--- src/rtl/pvs_pkg.sv ---
package pvs_pkg;
  localparam int DEF_VB_OFF    = 5;
  localparam bit DEF_VB_ADV    = 1'b1;
  localparam bit DEF_ODD_DLY   = 1'b0;
  localparam bit DEF_ODD_HALF  = 1'b0;
  localparam bit DEF_EVEN_DLY  = 1'b1;
  localparam bit DEF_EVEN_HALF = 1'b0;
  localparam int DEF_VE_OFF    = 4;
  localparam int DEF_FT_OFF    = 6;

  // Bring a half-line index back into [0, period) after a single over- or underflow.
  function automatic int wrap_h(input int v, input int period);
    int r;
    r = v;
    if (r < 0) r = r + period;
    if (r >= period) r = r - period;
    return r;
  endfunction
endpackage

--- src/rtl/pvs_line_track.sv ---
module pvs_line_track #(
  parameter int LINES = 625,
  parameter int HW    = $clog2(4 * LINES)
) (
  input  logic          clk,
  input  logic          rst,
  input  logic          line_stb,
  input  logic          half_stb,
  input  logic          frame_stb,
  output logic [HW-1:0] hpos,
  output logic          ev
);
  localparam int LW = $clog2(LINES + 1);

  logic [LW-1:0] ln;
  logic          half;

  always_ff @(posedge clk) begin
    if (rst) begin
      ln   <= LW'(1);
      half <= 1'b0;
      ev   <= 1'b0;
    end else begin
      ev <= frame_stb | line_stb | half_stb;
      if (frame_stb) begin
        ln   <= LW'(1);
        half <= 1'b0;
      end else if (line_stb) begin
        ln   <= (ln == LW'(LINES)) ? LW'(1) : ln + LW'(1);
        half <= 1'b0;
      end else if (half_stb) begin
        half <= 1'b1;
      end
    end
  end

  // Half-line index: 2*(line-1) + half
  always_comb hpos = HW'({ln - LW'(1), half});

  AST_FRAME_RESTART: assert property (@(posedge clk) disable iff (rst)
    frame_stb |=> (ln == LW'(1) && !half));
  AST_LINE_WRAP: assert property (@(posedge clk) disable iff (rst)
    (line_stb && !frame_stb && ln == LW'(LINES)) |=> (ln == LW'(1)));
endmodule

--- src/rtl/pvs_field_edges.sv ---
module pvs_field_edges #(
  parameter int LINES    = 625,
  parameter int OFF_W    = 5,
  parameter int NOM_LINE = 1,
  parameter int HW       = $clog2(4 * LINES)
) (
  input  logic [OFF_W-1:0] b_off,
  input  logic             adv,
  input  logic             dly,
  input  logic             hstep,
  input  logic [OFF_W-1:0] e_off,
  input  logic [OFF_W-1:0] t_off,
  output logic [HW-1:0]    beg_h,
  output logic [HW-1:0]    end_h,
  output logic [HW-1:0]    tog_h
);
  import pvs_pkg::*;

  localparam int NOM_H   = 2 * (NOM_LINE - 1);
  localparam int FRAME_H = 2 * LINES;

  always_comb begin
    int b;
    b = adv ? NOM_H - 2 * int'(b_off) : NOM_H + 2 * int'(b_off);
    if (dly) b = b + (hstep ? 1 : 2);
    beg_h = HW'(wrap_h(b, FRAME_H));
    end_h = HW'(wrap_h(NOM_H + 2 * int'(e_off), FRAME_H));
    tog_h = HW'(wrap_h(NOM_H + 2 * int'(t_off), FRAME_H));
  end
endmodule

--- src/rtl/pal_vsync_gen.sv ---
module pal_vsync_gen #(
  parameter int LINES = 625,
  parameter int OFF_W = 5
) (
  input  logic             clk,
  input  logic             rst,
  input  logic             line_stb,
  input  logic             half_stb,
  input  logic             frame_stb,
  input  logic [OFF_W-1:0] vb_off_i,
  input  logic             vb_adv_i,
  input  logic             odd_dly_i,
  input  logic             odd_half_i,
  input  logic             even_dly_i,
  input  logic             even_half_i,
  input  logic [OFF_W-1:0] ve_off_i,
  input  logic [OFF_W-1:0] ft_off_i,
  output logic             vs_o,
  output logic             vbit_o,
  output logic             field_o
);
  import pvs_pkg::*;

  localparam int HW          = $clog2(4 * LINES);
  localparam int FIELD2_LINE = (LINES + 1) / 2;

  // Controls captured at frame start
  logic [OFF_W-1:0] sh_boff, sh_eoff, sh_toff;
  logic             sh_adv, sh_odly, sh_ohalf, sh_edly, sh_ehalf;

  always_ff @(posedge clk) begin
    if (rst) begin
      sh_boff  <= OFF_W'(DEF_VB_OFF);
      sh_adv   <= DEF_VB_ADV;
      sh_odly  <= DEF_ODD_DLY;
      sh_ohalf <= DEF_ODD_HALF;
      sh_edly  <= DEF_EVEN_DLY;
      sh_ehalf <= DEF_EVEN_HALF;
      sh_eoff  <= OFF_W'(DEF_VE_OFF);
      sh_toff  <= OFF_W'(DEF_FT_OFF);
    end else if (frame_stb) begin
      sh_boff  <= vb_off_i;
      sh_adv   <= vb_adv_i;
      sh_odly  <= odd_dly_i;
      sh_ohalf <= odd_half_i;
      sh_edly  <= even_dly_i;
      sh_ehalf <= even_half_i;
      sh_eoff  <= ve_off_i;
      sh_toff  <= ft_off_i;
    end
  end

  logic [HW-1:0] hpos;
  logic          ev;

  pvs_line_track #(.LINES(LINES), .HW(HW)) u_track (
    .clk      (clk),
    .rst      (rst),
    .line_stb (line_stb),
    .half_stb (half_stb),
    .frame_stb(frame_stb),
    .hpos     (hpos),
    .ev       (ev)
  );

  logic [HW-1:0] beg_h [2];
  logic [HW-1:0] end_h [2];
  logic [HW-1:0] tog_h [2];

  for (genvar g = 0; g < 2; g++) begin : g_field
    localparam int NL = (g == 0) ? 1 : FIELD2_LINE;
    pvs_field_edges #(.LINES(LINES), .OFF_W(OFF_W), .NOM_LINE(NL), .HW(HW)) u_edges (
      .b_off(sh_boff),
      .adv  (sh_adv),
      .dly  ((g == 0) ? sh_odly  : sh_edly),
      .hstep((g == 0) ? sh_ohalf : sh_ehalf),
      .e_off(sh_eoff),
      .t_off(sh_toff),
      .beg_h(beg_h[g]),
      .end_h(end_h[g]),
      .tog_h(tog_h[g])
    );
  end

  logic hit_beg, hit_end, hit_t1, hit_t2;
  always_comb begin
    hit_beg = ev && (hpos == beg_h[0] || hpos == beg_h[1]);
    hit_end = ev && (hpos == end_h[0] || hpos == end_h[1]);
    hit_t1  = ev && (hpos == tog_h[0]);
    hit_t2  = ev && (hpos == tog_h[1]);
  end

  logic vs_q, vb_q, fld_q;
  always_ff @(posedge clk) begin
    if (rst) begin
      vs_q  <= 1'b0;
      vb_q  <= 1'b0;
      fld_q <= 1'b0;
    end else begin
      if (hit_end) begin
        vs_q <= 1'b0;
        vb_q <= 1'b0;
      end else if (hit_beg) begin
        vs_q <= 1'b1;
        vb_q <= 1'b1;
      end
      if (hit_t1)      fld_q <= 1'b0;
      else if (hit_t2) fld_q <= 1'b1;
    end
  end

  assign vs_o    = vs_q;
  assign vbit_o  = vb_q;
  assign field_o = fld_q;

  AST_VS_ON_EVENT: assert property (@(posedge clk) disable iff (rst)
    !$stable(vs_q) |-> $past(ev));
  AST_FIELD_ON_EVENT: assert property (@(posedge clk) disable iff (rst)
    !$stable(fld_q) |-> $past(ev));
  AST_END_WINS: assert property (@(posedge clk) disable iff (rst)
    (ev && (hpos == end_h[0] || hpos == end_h[1])) |=> !vs_q);
  AST_CTRL_HOLD: assert property (@(posedge clk) disable iff (rst)
    !frame_stb |=> $stable({sh_boff, sh_adv, sh_odly, sh_ohalf, sh_edly,
                            sh_ehalf, sh_eoff, sh_toff}));
endmodule

--- config.mk ---
export PLATFORM = sky130hd
export DESIGN_NAME = pal_vsync_gen
export DESIGN_NICKNAME = d
export VERILOG_FILES = /design/src/rtl/pvs_pkg.sv /design/src/rtl/pvs_line_track.sv /design/src/rtl/pvs_field_edges.sv /design/src/rtl/pal_vsync_gen.sv
export SDC_FILE = /design/constraint.sdc
export NUM_CORES = 1
export LEC_CHECK = 0
export BUFFER_PORTS_ARGS = -buffer_cell sky130_fd_sc_hd__buf_2
export CORE_MARGIN = 2
export CORE_UTILIZATION = 53
export CTS_BUF_LIST = sky130_fd_sc_hd__clkbuf_4
export DETAILED_ROUTE_END_ITERATION = 10
export GPL_TIMING_DRIVEN = 0
export PLACE_DENSITY = 0.68
export SLEW_MARGIN = 20
export SYNTH_ARGS = -nofsm -noshare
export SYNTH_HDL_FRONTEND = slang
export SYNTH_SLANG_ARGS = --single-unit
export TNS_END_PERCENT = 20
--- constraint.sdc ---
create_clock -name clk -period 6.1 [get_ports clk]
set_clock_uncertainty 0.1 [all_clocks]
set_input_delay 1.22 -clock clk [delete_from_list [all_inputs] [get_ports clk]]
set_output_delay 1.22 -clock clk [all_outputs]
set_load 0.01 [all_outputs]
==> impl_results.rst, run 1 <==
.. list-table::
   :header-rows: 1

   * - Metric
     - Value
   * - Outcome
     - complete, no violations
   * - Worst EP arrival
     - 5.90 ns
   * - Share of final-layout standard cells stronger than drive strength 1
     - 11.1%
   * - Path type of the worst min-delay path
     - register to register
   * - Largest delay contributor family on the critical path
     - simple AND/OR/NAND/NOR gates
   * - Most numerous cell on the critical path
     - sky130_fd_sc_hd__ha_1
   * - Cells after synthesis
     - 512
   * - Max rail drop VDD
     - 0.000171 V
   * - Synthesized area per cell
     - 7.56 um^2
   * - Final std cell area, no fill
     - 0.00426 mm^2
   * - Number of cells on the worst hold path
     - 2
   * - GRT overflow
     - 0
   * - R2R Path Start
     - sh_boff[3]
   * - Depth of the most critical reg-to-reg path
     - 21
   * - Startpoint Class
     - register
   * - Shortest period the worst path allows
     - 5.74 ns
   * - Total power
     - 869 uW
   * - Worst max-slew margin expressed relative to the limit
     - 47.4%
   * - CTS Sinks
     - 34
   * - Setup Total Neg Slack
     - 0 ns
   * - Net Count, Synth
     - 562
   * - Reg2reg end
     - vbit_o
   * - Sequential share of the synthesized area
     - 17.6%
   * - Post-DP HPWL
     - 7710 um
   * - Antenna diode instance count
     - 0
   * - Highest cell delay on the worst timing path
     - 0.54 ns
   * - Post-Place Cell Area
     - 0.00411 mm^2
   * - DRT antenna net count
     - 0
   * - TritonCTS clock tree
     - built
   * - Slew at the pin closest to its max-slew limit
     - 0.783 ns
   * - WHS Endpoint
     - field_o
   * - Post-Syn Area
     - 0.00387 mm^2
   * - Nature of the critical path endpoint
     - register
   * - Largest net degree at the start of global routing
     - 14
   * - Number of I/O port buffers
     - 24
   * - Area of the core
     - 0.00718 mm^2
   * - Asr flop ratio synth
     - 0%
   * - Clock tree root buffer cell
     - sky130_fd_sc_hd__clkbuf_4
   * - Dpl cells
     - 635
   * - Predominant post-synthesis flop cell
     - sky130_fd_sc_hd__dfxtp_1
   * - Vias after detailed routing
     - 3743
   * - Number of antenna violations at the first check in global routing
     - 0
   * - Number of synthesized flops with an enable pin
     - 0
   * - Final std cells w/o fill
     - 647
   * - Aggregate global-route resource usage
     - 26.1%
   * - Final worst-path cycle share
     - 94.2%
   * - Starting density of the core
     - 53.9%
   * - Placement Rows
     - 31
   * - Remaining DRCs
     - 0
   * - Register-to-register setup slack
     - 0.36 ns
   * - Critical path start-end classification
     - register to register
   * - Vias/cell
     - 5.79
   * - CP max-delay cell
     - sky130_fd_sc_hd__or4b_1
   * - Routability congestion estimate from global placement
     - 0.898
   * - Leakage power of the design
     - 0.00168 uW
   * - Unique masters post-synth
     - 71
   * - Layout overhead on the synthesized area
     - 10.1%
   * - Net count reported at finish
     - 597
   * - Initial detailed-routing violation count
     - 138
   * - H-tree level count
     - 2
   * - PD cells
     - 204 mW/mm^2
   * - Hold Worst Slack
     - 0.410 ns
   * - Die area
     - 0.00800 mm^2
   * - Via count of the first global-routing pass
     - 3583
   * - Final setup vio count
     - 0
   * - Number of buffers on the longest clock path
     - 2
   * - Number of placed I/O pins
     - 28
   * - Highest clock rate
     - 0.174 GHz
   * - Flip-flop and latch count after synthesis
     - 34
   * - Footprint of the flip-flops and latches
     - 681 um^2
   * - Skew-Pair Late Insertion Delay
     - 0.34 ns
   * - CP cell instances
     - inv_1 -> ha_1 -> or4b_1 -> nand2_1 -> clkinvlp_4 -> nand4_1 -> ha_1 -> clkbuf_1 -> or3_1 -> o41ai_1 -> nand3_1 -> ha_1 -> nor2_1 -> o21ai_0 -> nor3b_1 -> o211a_1 -> o2111ai_4 -> and3_1 -> or3_1 -> a211o_1 -> o41ai_2
   * - Total wirelength of the detailed-routed design
     - 9860 um
   * - Critical path buffers and inverters
     - 3
   * - Yosys Warn Count
     - 0
   * - TritonCTS buffer count
     - 5
   * - Wire length of the first global-routing pass
     - 16700 um
   * - Hold Startpoint
     - field_o
   * - Wire per inst
     - 15.2 um
   * - Final hold violation count
     - 0
   * - Number of fill cells
     - 688
   * - Number of detailed-route iterations in the first pass
     - 4
   * - Total count of max-transition violations in the final report
     - 0
   * - Horiz. Die Dim
     - 89.4 um
   * - Max Cap Violations
     - 0
   * - Vert. Die Dim
     - 89.4 um
   * - Required time at the worst-slack endpoint
     - 6.26 ns
   * - Number of hold buffers added after cts
     - 0
   * - Clock-pin slew on the worst setup and hold paths
     - 0.12 ns
   * - Area used by multi-input combinational logic
     - 0.00298 mm^2
   * - CP Max Fanout
     - 9
[through the flow]
step | worst slack (ns) | utilization (%)
after CTS | 0.250 | 58.8
after detailed placement | 0.287 | 57.3
after global routing | -0.00664 | 59.4
after floorplan | 1.10 | -
after global placement | 0.370 | 57.3
final | 0.355 | 59.4
[cells in the mapped netlist, types with 6 or more instances]
master,n,share of area (%)
sky130_fd_sc_hd__a211oi_1,6,1.2
sky130_fd_sc_hd__a21oi_1,21,2.7
sky130_fd_sc_hd__a31oi_1,7,1.1
sky130_fd_sc_hd__and2_1,10,1.6
sky130_fd_sc_hd__and3_1,6,0.97
sky130_fd_sc_hd__buf_1,6,0.58
sky130_fd_sc_hd__clkbuf_1,16,1.6
sky130_fd_sc_hd__dfxtp_1,34,18
sky130_fd_sc_hd__ha_1,25,8.1
sky130_fd_sc_hd__inv_1,23,2.2
sky130_fd_sc_hd__mux2i_1,23,6.0
sky130_fd_sc_hd__nand2_1,44,4.3
sky130_fd_sc_hd__nand2b_1,6,0.97
sky130_fd_sc_hd__nand3_1,21,2.7
sky130_fd_sc_hd__nand4_1,12,1.9
sky130_fd_sc_hd__nor2_1,51,4.9
sky130_fd_sc_hd__nor3_1,14,1.8
sky130_fd_sc_hd__o211ai_1,6,1.2
sky130_fd_sc_hd__o21ai_0,16,2.1
sky130_fd_sc_hd__or3_1,10,1.6
sky130_fd_sc_hd__xnor2_1,38,8.6
sky130_fd_sc_hd__xor2_1,23,5.2
[registers in the layout (all words and copies together), names as in the netlist, 5 cells and up]
signal and flops:
sh_boff 5, sh_eoff 5, sh_toff 5, u_track.ln 10
[placed cells by master (no fill, tap or decap), types with 3 or more instances in the layout]
| master | netlist | routed |
|---|---|---|
| sky130_fd_sc_hd__dfxtp_1 | 34 | 34 |
| sky130_fd_sc_hd__nand3_1 | 21 | 21 |
| sky130_fd_sc_hd__nor2b_1 | 5 | 5 |
| sky130_fd_sc_hd__xor2_1 | 23 | 23 |
| sky130_fd_sc_hd__o211ai_1 | 6 | 6 |
| sky130_fd_sc_hd__o31a_1 | 5 | 5 |
| sky130_fd_sc_hd__nor2_1 | 51 | 51 |
| sky130_fd_sc_hd__buf_4 | 2 | 6 |
| sky130_fd_sc_hd__inv_1 | 23 | 22 |
| sky130_fd_sc_hd__and2_1 | 10 | 10 |
| sky130_fd_sc_hd__nor3_1 | 14 | 14 |
| sky130_fd_sc_hd__nand4_1 | 12 | 12 |
| sky130_fd_sc_hd__o21ai_0 | 16 | 16 |
| sky130_fd_sc_hd__a21oi_1 | 21 | 21 |
| sky130_fd_sc_hd__xnor2_1 | 38 | 38 |
| sky130_fd_sc_hd__nor4b_1 | 5 | 5 |
| sky130_fd_sc_hd__mux2i_1 | 23 | 23 |
| sky130_fd_sc_hd__buf_2 | 4 | 28 |
| sky130_fd_sc_hd__clkbuf_1 | 16 | 15 |
| sky130_fd_sc_hd__nand3b_1 | 3 | 3 |
| sky130_fd_sc_hd__ha_1 | 25 | 25 |
| sky130_fd_sc_hd__nand2_1 | 44 | 44 |
| sky130_fd_sc_hd__a21boi_0 | 3 | 3 |
| sky130_fd_sc_hd__and3_1 | 6 | 6 |
| sky130_fd_sc_hd__clkbuf_4 | 0 | 5 |
| sky130_fd_sc_hd__nand2b_1 | 6 | 6 |
| sky130_fd_sc_hd__a41oi_1 | 3 | 3 |
| sky130_fd_sc_hd__nor4_1 | 4 | 4 |
| sky130_fd_sc_hd__o31ai_1 | 4 | 4 |
| sky130_fd_sc_hd__buf_1 | 6 | 6 |
| sky130_fd_sc_hd__or3_1 | 10 | 10 |
| sky130_fd_sc_hd__a2111oi_0 | 3 | 3 |
| sky130_fd_sc_hd__a211oi_1 | 6 | 6 |
| sky130_fd_sc_hd__nor3b_1 | 3 | 3 |
| sky130_fd_sc_hd__a31oi_1 | 7 | 6 |
[layer usage]
metal  track usage [%]  routed length [um]  up-vias
met5                 0                   0        -
met4              8.82                 195        0
met3              2.68                 243       15
met2              46.5                4890       57
met1              32.7                4540     1755
li1                  -                   -     1916
[report_power, final]
part | switching (uW) | total (uW) | internal, uW
registers | 11.5 | 243 | 231
logic | 240 | 413 | 172
clock network | 84.7 | 213 | 128
[worst max-delay path by stage]
stage                  end       start  cells past startpoint
finish              vbit_o  sh_boff[3]                     21
global route        vbit_o  sh_boff[0]                     21
CTS                 vbit_o  sh_boff[0]                     21
detailed placement  vbit_o  sh_boff[0]                     21
global placement    vbit_o  sh_boff[0]                     21
floorplan           vbit_o  sh_boff[0]                     21
[cells by family after synthesis]
group,Yosys count,synth area share (%)
adders and majority gates,25,8.09
muxes,25,6.53
and+or+nand+nor,207,27.4
AOI/OAI and AO/OA,105,20.0
xor gates and xnor gates,63,15.0
buffers and inverters,53,5.47
DFF,34,17.6
[worst reg2reg max path, cell delays in order (launching register included)]
cell                         delay (ns)
sky130_fd_sc_hd__dfxtp_1           0.41
sky130_fd_sc_hd__inv_1             0.16
sky130_fd_sc_hd__ha_1              0.15
sky130_fd_sc_hd__or4b_1            0.54
sky130_fd_sc_hd__nand2_1           0.22
sky130_fd_sc_hd__clkinvlp_4        0.18
sky130_fd_sc_hd__nand4_1           0.15
sky130_fd_sc_hd__ha_1              0.23
sky130_fd_sc_hd__clkbuf_1          0.23
sky130_fd_sc_hd__or3_1             0.45
sky130_fd_sc_hd__o41ai_1           0.35
sky130_fd_sc_hd__nand3_1           0.20
sky130_fd_sc_hd__ha_1              0.22
sky130_fd_sc_hd__nor2_1            0.09
sky130_fd_sc_hd__o21ai_0           0.09
sky130_fd_sc_hd__nor3b_1           0.23
sky130_fd_sc_hd__o211a_1           0.28
sky130_fd_sc_hd__o2111ai_4         0.18
sky130_fd_sc_hd__and3_1            0.23
sky130_fd_sc_hd__or3_1             0.34
sky130_fd_sc_hd__a211o_1           0.32
sky130_fd_sc_hd__o41ai_2           0.31
[layout make-up]
class | instances | share of cell area, %
Clock buffer | 5 | 0.881
Timing Repair inverter | 1 | 0.117
Sequential cell | 34 | 16.0
Buffer | 27 | 2.67
Inverter | 25 | 2.29
Tap cell | 99 | 2.91
Clock inverter | 3 | 1.62
Multi-Input combinational cell | 425 | 70.0
Timing Repair Buffer | 28 | 3.52
[what timing repair did]
action                                  4_1_cts  5_1_grt
buffers inserted                              0        4
endpoints found under the setup margin        0        1
endpoints found under the hold margin         0        0
resized for setup                             0        2
Note: power is estimated with default switching activity, not from simulation.
==> run 2, diff against run 1 <==
Settings changed: CORE_UTILIZATION 53 to 49, PLACE_DENSITY 0.68 to 0.64.
==> run 2 against run 1 <==
Core utilization down 4.1 points. Clock power down 19%. Critical endpoint unchanged. Sequential share of layout area up 0.077 points. Routed wire length up 0.30%. Maximum frequency down 0.86%. Critical path type unchanged. Highest routed layer unchanged. Largest power group unchanged. Via count up 1.5%. Sequential cell count unchanged. Cell count up 0.46%.
==> impl_results.rst, run 2 (synthesis gave the netlist of run 1 again) <==
.. list-table::
   :header-rows: 1

   * - Metric
     - Value
   * - Outcome
     - complete, no violations
   * - Number of placed I/O pins
     - 28 (unchanged)
   * - DRT antenna net count
     - 0 (unchanged)
   * - Startpoint Class
     - register
   * - Reg2reg end
     - vbit_o
   * - Register-to-register setup slack
     - 0.31 ns (-0.05 ns)
   * - CP Max Fanout
     - 10 (+1)
   * - Worst max-slew margin expressed relative to the limit
     - 44.4% (-3.1 points)
   * - Initial detailed-routing violation count
     - 220 (+59%)
   * - Number of cells on the worst hold path
     - 2 (unchanged)
   * - Die area
     - 0.00862 mm^2 (+7.8%)
   * - Path type of the worst min-delay path
     - register to register
   * - Horiz. Die Dim
     - 92.9 um (+3.8%)
   * - Antenna diode instance count
     - 0 (unchanged)
   * - Aggregate global-route resource usage
     - 23.7% (-2.4 points)
   * - Starting density of the core
     - 50.3% (-3.6 points)
   * - Critical path start-end classification
     - register to register
   * - Wire per inst
     - 15.2 um (-0.16%)
   * - Flip-flop count of the largest register, all copies and words added
     - 10 (unchanged)
   * - Via count of the first global-routing pass
     - 3625 (+1.2%)
   * - R2R Path Start
     - sh_boff[3]
   * - Pre-CTS WS
     - 0.241 ns (-0.0463 ns)
   * - Required time at the worst-slack endpoint
     - 6.23 ns (-0.03 ns)
   * - Number of buffers on the longest clock path
     - 2 (unchanged)
   * - Clock tree root buffer cell
     - sky130_fd_sc_hd__clkbuf_4
   * - Leakage power of the design
     - 0.00168 uW (-0.21%)
   * - Number of detailed-route iterations in the first pass
     - 4 (unchanged)
   * - Hold Worst Slack
     - 0.410 ns (-0.0000370 ns)
   * - Max rail drop VDD
     - 0.000184 V (+8.0%)
   * - Max Cap Violations
     - 0 (unchanged)
   * - Wire length of the first global-routing pass
     - 17000 um (+1.9%)
   * - Final hold violation count
     - 0 (unchanged)
   * - Skew-Pair Late Insertion Delay
     - 0.32 ns (-0.02 ns)
   * - Vias after detailed routing
     - 3798 (+1.5%)
   * - CTS Sinks
     - 34 (unchanged)
   * - Most used cells in the layout excluding fill and tap cells
     - sky130_fd_sc_hd__nor2_1 (51), sky130_fd_sc_hd__nand2_1 (44), sky130_fd_sc_hd__xnor2_1 (38), sky130_fd_sc_hd__dfxtp_1 (33), sky130_fd_sc_hd__buf_2 (28)
   * - Clock-pin slew on the worst setup and hold paths
     - 0.11 ns (about the same)
   * - Post-DP HPWL
     - 7740 um (+0.42%)
   * - Final worst setup slack
     - 0.305 ns (-0.0499 ns)
   * - Remaining DRCs
     - 0 (unchanged)
   * - Final worst-path cycle share
     - 95.0% (+0.82 points)
   * - Worst EP arrival
     - 5.93 ns (+0.03 ns)
   * - TritonCTS buffer count
     - 5 (unchanged)
   * - Setup Total Neg Slack
     - 0 ns (unchanged)
   * - Number of I/O port buffers
     - 24 (unchanged)
   * - H-tree level count
     - 2 (unchanged)
   * - Shortest period the worst path allows
     - 5.79 ns (+0.0499 ns)
   * - Final std cell area, no fill
     - 0.00425 mm^2 (-0.29%)
   * - Total wirelength of the detailed-routed design
     - 9890 um (+0.30%)
   * - TritonCTS clock tree
     - built
   * - Highest clock rate
     - 0.173 GHz (-0.86%)
   * - Register name with the most flops
     - u_track.ln
   * - WHS Endpoint
     - field_o
   * - Placement Rows
     - 32 (+3.2%)
   * - Most common library cell in the layout ignoring fill and taps
     - sky130_fd_sc_hd__nor2_1
   * - Hold Startpoint
     - field_o
   * - Nature of the critical path endpoint
     - register
   * - Net count reported at finish
     - 597 (unchanged)
   * - Layout overhead on the synthesized area
     - 9.80%
   * - Slew at the pin closest to its max-slew limit
     - 0.829 ns (+0.0455 ns)
   * - Vert. Die Dim
     - 92.9 um (+3.8%)
   * - Share of final-layout standard cells stronger than drive strength 1
     - 11.5% (+0.36 points)
   * - Final setup vio count
     - 0 (unchanged)
   * - Post-Place Cell Area
     - 0.00412 mm^2 (about the same)
   * - Vias/cell
     - 5.84 (+1.0%)
   * - Routability congestion estimate from global placement
     - 0.828 (-7.9%)
   * - Largest net degree at the start of global routing
     - 14 (unchanged)
   * - Utilization of the core after routing
     - 55.3% (-4.1 points)
   * - Area of the core
     - 0.00769 mm^2 (+7.1%)
   * - PD cells
     - 195 mW/mm^2 (-4.5%)
   * - Total count of max-transition violations in the final report
     - 0 (unchanged)
   * - Depth of the most critical reg-to-reg path
     - 21 (unchanged)
   * - Number of antenna violations at the first check in global routing
     - 0 (unchanged)
   * - GRT overflow
     - 0 (unchanged)
==> run 2: cell types whose count changed in the layout (fill, tap and decap cells not counted), sizes merged <==
| cell | delta |
|---|---|
| clkbuf | +2 |
| buf | +1 |
| clkinvlp | -1 |
| clkinv | -1 |
| bufinv | -1 |
==> run 2: worst max-delay path, cell delays in order, from the launching register on <==
cell and delay [ns]:
sky130_fd_sc_hd__dfxtp_1 0.41, sky130_fd_sc_hd__inv_1 0.17, sky130_fd_sc_hd__ha_1 0.17, sky130_fd_sc_hd__or4b_4 0.50
sky130_fd_sc_hd__nand2_1 0.16, sky130_fd_sc_hd__clkinvlp_4 0.20, sky130_fd_sc_hd__nand4_1 0.17, sky130_fd_sc_hd__ha_1 0.24
sky130_fd_sc_hd__clkbuf_1 0.22, sky130_fd_sc_hd__or3_1 0.44, sky130_fd_sc_hd__o41ai_1 0.32, sky130_fd_sc_hd__nand3_1 0.17
sky130_fd_sc_hd__ha_1 0.21, sky130_fd_sc_hd__nor2_1 0.12, sky130_fd_sc_hd__o21ai_0 0.12, sky130_fd_sc_hd__nor3b_1 0.27
sky130_fd_sc_hd__o211a_1 0.29, sky130_fd_sc_hd__o2111ai_4 0.19, sky130_fd_sc_hd__and3_1 0.24, sky130_fd_sc_hd__or3_1 0.34
sky130_fd_sc_hd__a211o_1 0.32, sky130_fd_sc_hd__o41ai_2 0.33
==> run 2: layout make-up <==
cell class                 count  area [um^2]
sequential                    34          682
multi-input combinational    425         2990
inverter                      25         97.6
tap                          102          128
clock inverter                 1         30.0
timing repair buffer          29          158
buffer                        27          114
fill                         778         3440
clock buffer                   7         52.6
==> run 2: how the worst max path moves through the flow <==
stage / from / cells past startpoint / to
2_1_floorplan: sh_boff[0] / 21 / vbit_o
4_1_cts: sh_boff[0] / 21 / vbit_o
5_1_grt: sh_boff[3] / 21 / vbit_o
3_5_place_dp: sh_boff[0] / 21 / vbit_o
6_report: sh_boff[3] / 21 / vbit_o
3_3_place_gp: sh_boff[0] / 21 / vbit_o
==> run 2: where the power goes <==
part	total [uW]	switching [uW]	leakage (uW)	internal [uW]
logic	412	240	0.00135	173
clock network	172	75.7	0.0000463	95.9
registers	243	11.4	0.000279	231
total	827	327	0.00168	500
==> run 2: metal layers <==
metal	wire length, um	up-vias	GRT usage, %
met5	0	-	0
met4	166	0	7.11
met3	369	14	1.95
met2	4770	82	41.4
met1	4590	1792	31.0
li1	-	1910	-
==> run 2: timing repair <==
item,in CTS,in global routing
hold buffers,0,0
resized for setup,0,4
buffers inserted,0,5
endpoints found under the setup margin,0,1
==> run 2: through the flow <==
stage / instances / total power [uW]
2_1_floorplan: 512 / 566
3_3_place_gp: 638 / 641
3_5_place_dp: 638 / 650
4_1_cts: 646 / 822
5_1_grt: 650 / 888
6_report: 650 / 827
==> run 3, diff against run 2 <==
Settings changed: CORE_ASPECT_RATIO set to 1.75.
==> run 3 against run 2 <==
Setup slack got worse by 0.012 ns. Via count is 0.26% higher. Design area up 0.15%. Cell count fell by 2.5%. Non-clock buffer count decreased by 2. Global-route usage up 1.5 points. Maximum frequency shrank 0.21%.
==> impl_results.rst, run 3 (synthesis gave the netlist of run 1 again) <==
.. list-table::
   :header-rows: 1

   * - Metric
     - Value
   * - Reg2reg end
     - vbit_o
   * - Post-DP HPWL
     - 8470 um (+9.5%)
   * - Depth of the most critical reg-to-reg path
     - 21 (unchanged)
   * - Worst EP arrival
     - 5.98 ns (+0.05 ns)
   * - Placement Rows
     - 42 (+31%)
   * - Footprint of the flip-flops and latches
     - 682 um^2 (unchanged)
   * - Routability congestion estimate from global placement
     - 0.909 (+9.8%)
   * - Wire length of the first global-routing pass
     - 17500 um (+3.2%)
   * - Area used by multi-input combinational logic
     - 0.00301 mm^2 (+0.67%)
   * - Shortest period the worst path allows
     - 5.81 ns (+0.0122 ns)
   * - Final worst-path cycle share
     - 95.2% (+0.20 points)
   * - Most numerous cell on the critical path
     - sky130_fd_sc_hd__ha_1
   * - Outcome
     - complete, no violations
   * - Largest net degree at the start of global routing
     - 14 (unchanged)
   * - Leakage power of the design
     - 0.00168 uW (+0.25%)
   * - CP cell instances
     - inv_1 -> ha_1 -> or4b_1 -> nand2_1 -> clkinvlp_4 -> nand4_1 -> ha_1 -> clkbuf_1 -> or3_1 -> o41ai_4 -> nand3_2 -> ha_1 -> nor2_1 -> o21ai_0 -> nor3b_1 -> o211a_1 -> o2111ai_4 -> and3_1 -> or3_1 -> a211o_1 -> o41ai_2
   * - Vias after detailed routing
     - 3808 (+0.26%)
   * - Worst max-slew margin expressed relative to the limit
     - 45.3% (+0.89 points)
   * - Clock-pin slew on the worst setup and hold paths
     - 0.11 ns (about the same)
   * - Initial detailed-routing violation count
     - 198 (-10%)
   * - Number of gates on the worst path with buffers counted
     - 21 (unchanged)
   * - Dpl cells
     - 624 (-2.2%)
   * - Antenna diode instance count
     - 0 (unchanged)
   * - Vert. Die Dim
     - 122 um (+31%)
   * - R2R Path Start
     - sh_boff[3]
   * - Path type of the worst min-delay path
     - register to register
   * - Slew at the pin closest to its max-slew limit
     - 0.815 ns (-0.0133 ns)
   * - Utilization of the core after routing
     - 55.8% (+0.57 points)
   * - CP Max Fanout
     - 9 (-1)
   * - Number of buffers on the longest clock path
     - 2 (unchanged)
   * - WHS Endpoint
     - field_o
   * - Total wirelength of the detailed-routed design
     - 10500 um (+6.4%)
   * - Final std cells w/o fill
     - 634 (-2.5%)
   * - Most used cells in the layout excluding fill and tap cells
     - sky130_fd_sc_hd__nor2_1 (51), sky130_fd_sc_hd__nand2_1 (44), sky130_fd_sc_hd__xnor2_1 (38), sky130_fd_sc_hd__dfxtp_1 (33), sky130_fd_sc_hd__buf_2 (28)
   * - H-tree level count
     - 2 (unchanged)
   * - Clock tree root buffer cell
     - sky130_fd_sc_hd__clkbuf_4
   * - Setup repair after global routing missed its margin
     - false
   * - GRT overflow
     - 0 (unchanged)
   * - TritonCTS buffer count
     - 5 (unchanged)
   * - Register-to-register setup slack
     - 0.29 ns (about the same)
   * - Highest cell delay on the worst timing path
     - 0.56 ns (+0.06 ns)
   * - Number of detailed-route iterations in the first pass
     - 4 (unchanged)
   * - Highest clock rate
     - 0.172 GHz (-0.21%)
   * - CP max-delay cell
     - sky130_fd_sc_hd__or4b_1
   * - Via count of the first global-routing pass
     - 3850 (+6.2%)
   * - Horiz. Die Dim
     - 71.2 um (-23%)
   * - Total count of max-transition violations in the final report
     - 0 (unchanged)
   * - Setup Total Neg Slack
     - 0 ns (unchanged)
   * - Number of fill cells
     - 759 (-2.4%)
   * - Number of placed I/O pins
     - 28 (unchanged)
   * - Vias/cell
     - 6.01 (+2.8%)
   * - Aggregate global-route resource usage
     - 25.2% (+1.5 points)
   * - Die area
     - 0.00865 mm^2 (+0.33%)
   * - Largest delay contributor family on the critical path
     - simple AND/OR/NAND/NOR gates
   * - Number of antenna violations at the first check in global routing
     - 0 (unchanged)
   * - Critical path buffers and inverters
     - 3 (unchanged)
   * - Nature of the critical path endpoint
     - register
   * - Remaining DRCs
     - 0 (unchanged)
   * - Final hold violation count
     - 0 (unchanged)
   * - Final setup vio count
     - 0 (unchanged)
   * - Wire per inst
     - 16.6 um (+9.1%)
   * - Skew-Pair Late Insertion Delay
     - 0.35 ns (+0.03 ns)
   * - Starting density of the core
     - 50.8% (+0.45 points)
   * - Critical path start-end classification
     - register to register
   * - Most common library cell in the layout ignoring fill and taps
     - sky130_fd_sc_hd__nor2_1
   * - Register name with the most flops
     - u_track.ln
   * - Max Cap Violations
     - 0 (unchanged)
   * - Area of the core
     - 0.00762 mm^2 (-0.88%)
   * - Layout overhead on the synthesized area
     - 9.96%
   * - CTS Sinks
     - 34 (unchanged)
   * - Flip-flop count of the largest register, all copies and words added
     - 10 (unchanged)
   * - PD cells
     - 205 mW/mm^2 (+5.4%)
   * - Max rail drop VDD
     - 0.000243 V (+32%)
   * - Hold Worst Slack
     - 0.401 ns (-0.00867 ns)
   * - Hold Startpoint
     - field_o
   * - Share of final-layout standard cells stronger than drive strength 1
     - 11.2% (-0.32 points)
   * - DRT antenna net count
     - 0 (unchanged)
   * - Number of cells on the worst hold path
     - 2 (unchanged)
   * - TritonCTS clock tree
     - built
   * - Net count reported at finish
     - 595 (-0.34%)
   * - Number of I/O port buffers
     - 24 (unchanged)
   * - Startpoint Class
     - register
   * - Required time at the worst-slack endpoint
     - 6.27 ns (+0.04 ns)
[run 3: cell types whose count changed in the layout (fill, tap and decap cells not counted), sizes merged]
| cell | before | now |
|---|---|---|
| buf | 41 | 39 |
| bufinv | 1 | 2 |
| clkbuf | 22 | 20 |
| clkinv | 0 | 1 |
[run 3: layout make-up]
cell class / instances / area share [%]
clock inverters: 3 / 1.50
inverters: 25 / 2.29
well taps: 88 / 2.59
plain buffers: 27 / 2.68
repair buffers: 27 / 3.35
clock buffers: 5 / 0.882
multi-input cells: 425 / 70.7
flip-flops and latches: 34 / 16.0
[run 3: metal layers]
metal / global-route usage, % / part of all wire [%] / routed length, um
met1: 25.2 / 37 / 3930
met2: 48.4 / 56 / 5850
met3: 2.73 / 2.1 / 225
met4: 14.9 / 4.9 / 520
met5: 0 / 0 / 0
[run 3: worst reg2reg max path: cells and delay by family, from the launching register on]
| family | cells | cell delay [ns] |
|---|---|---|
| flops | 1 | 0.40 |
| simple gates | 9 | 2.46 |
| compound gates | 6 | 1.59 |
| fa+ha+maj | 3 | 0.61 |
| buf+inv | 3 | 0.58 |
[run 3: how the worst max path moves through the flow]
stage / startpoint / to
global placement: sh_boff[0] / vbit_o
finish: sh_boff[3] / vbit_o
detailed placement: sh_boff[0] / vbit_o
global route: sh_boff[3] / vbit_o
floorplan: sh_boff[0] / vbit_o
CTS: sh_boff[0] / vbit_o
[run 3: metrics by stage]
stage / power [uW] / cell area, um^2 / setup slack [ns]
floorplan: 566 / 3870 / 1.10
global placement: 649 / 4100 / 0.0726
detailed placement: 659 / 4100 / -0.0189
CTS: 869 / 4210 / 0.0775
global route: 930 / 4250 / 0.0193
finish: 873 / 4250 / 0.293
[run 3: what timing repair did]
item,CTS,global route
gates resized for setup,1,5
endpoints found under the setup margin,1,1
setup buffers,0,3
hold endpoints to repair,0,0
hold buffers,0,0
pin swaps,0,2
[run 3: power breakdown]
part / internal, uW / switching, uW
clock network: 126 / 80.0
logic: 173 / 251
registers: 232 / 10.9
total: 531 / 342
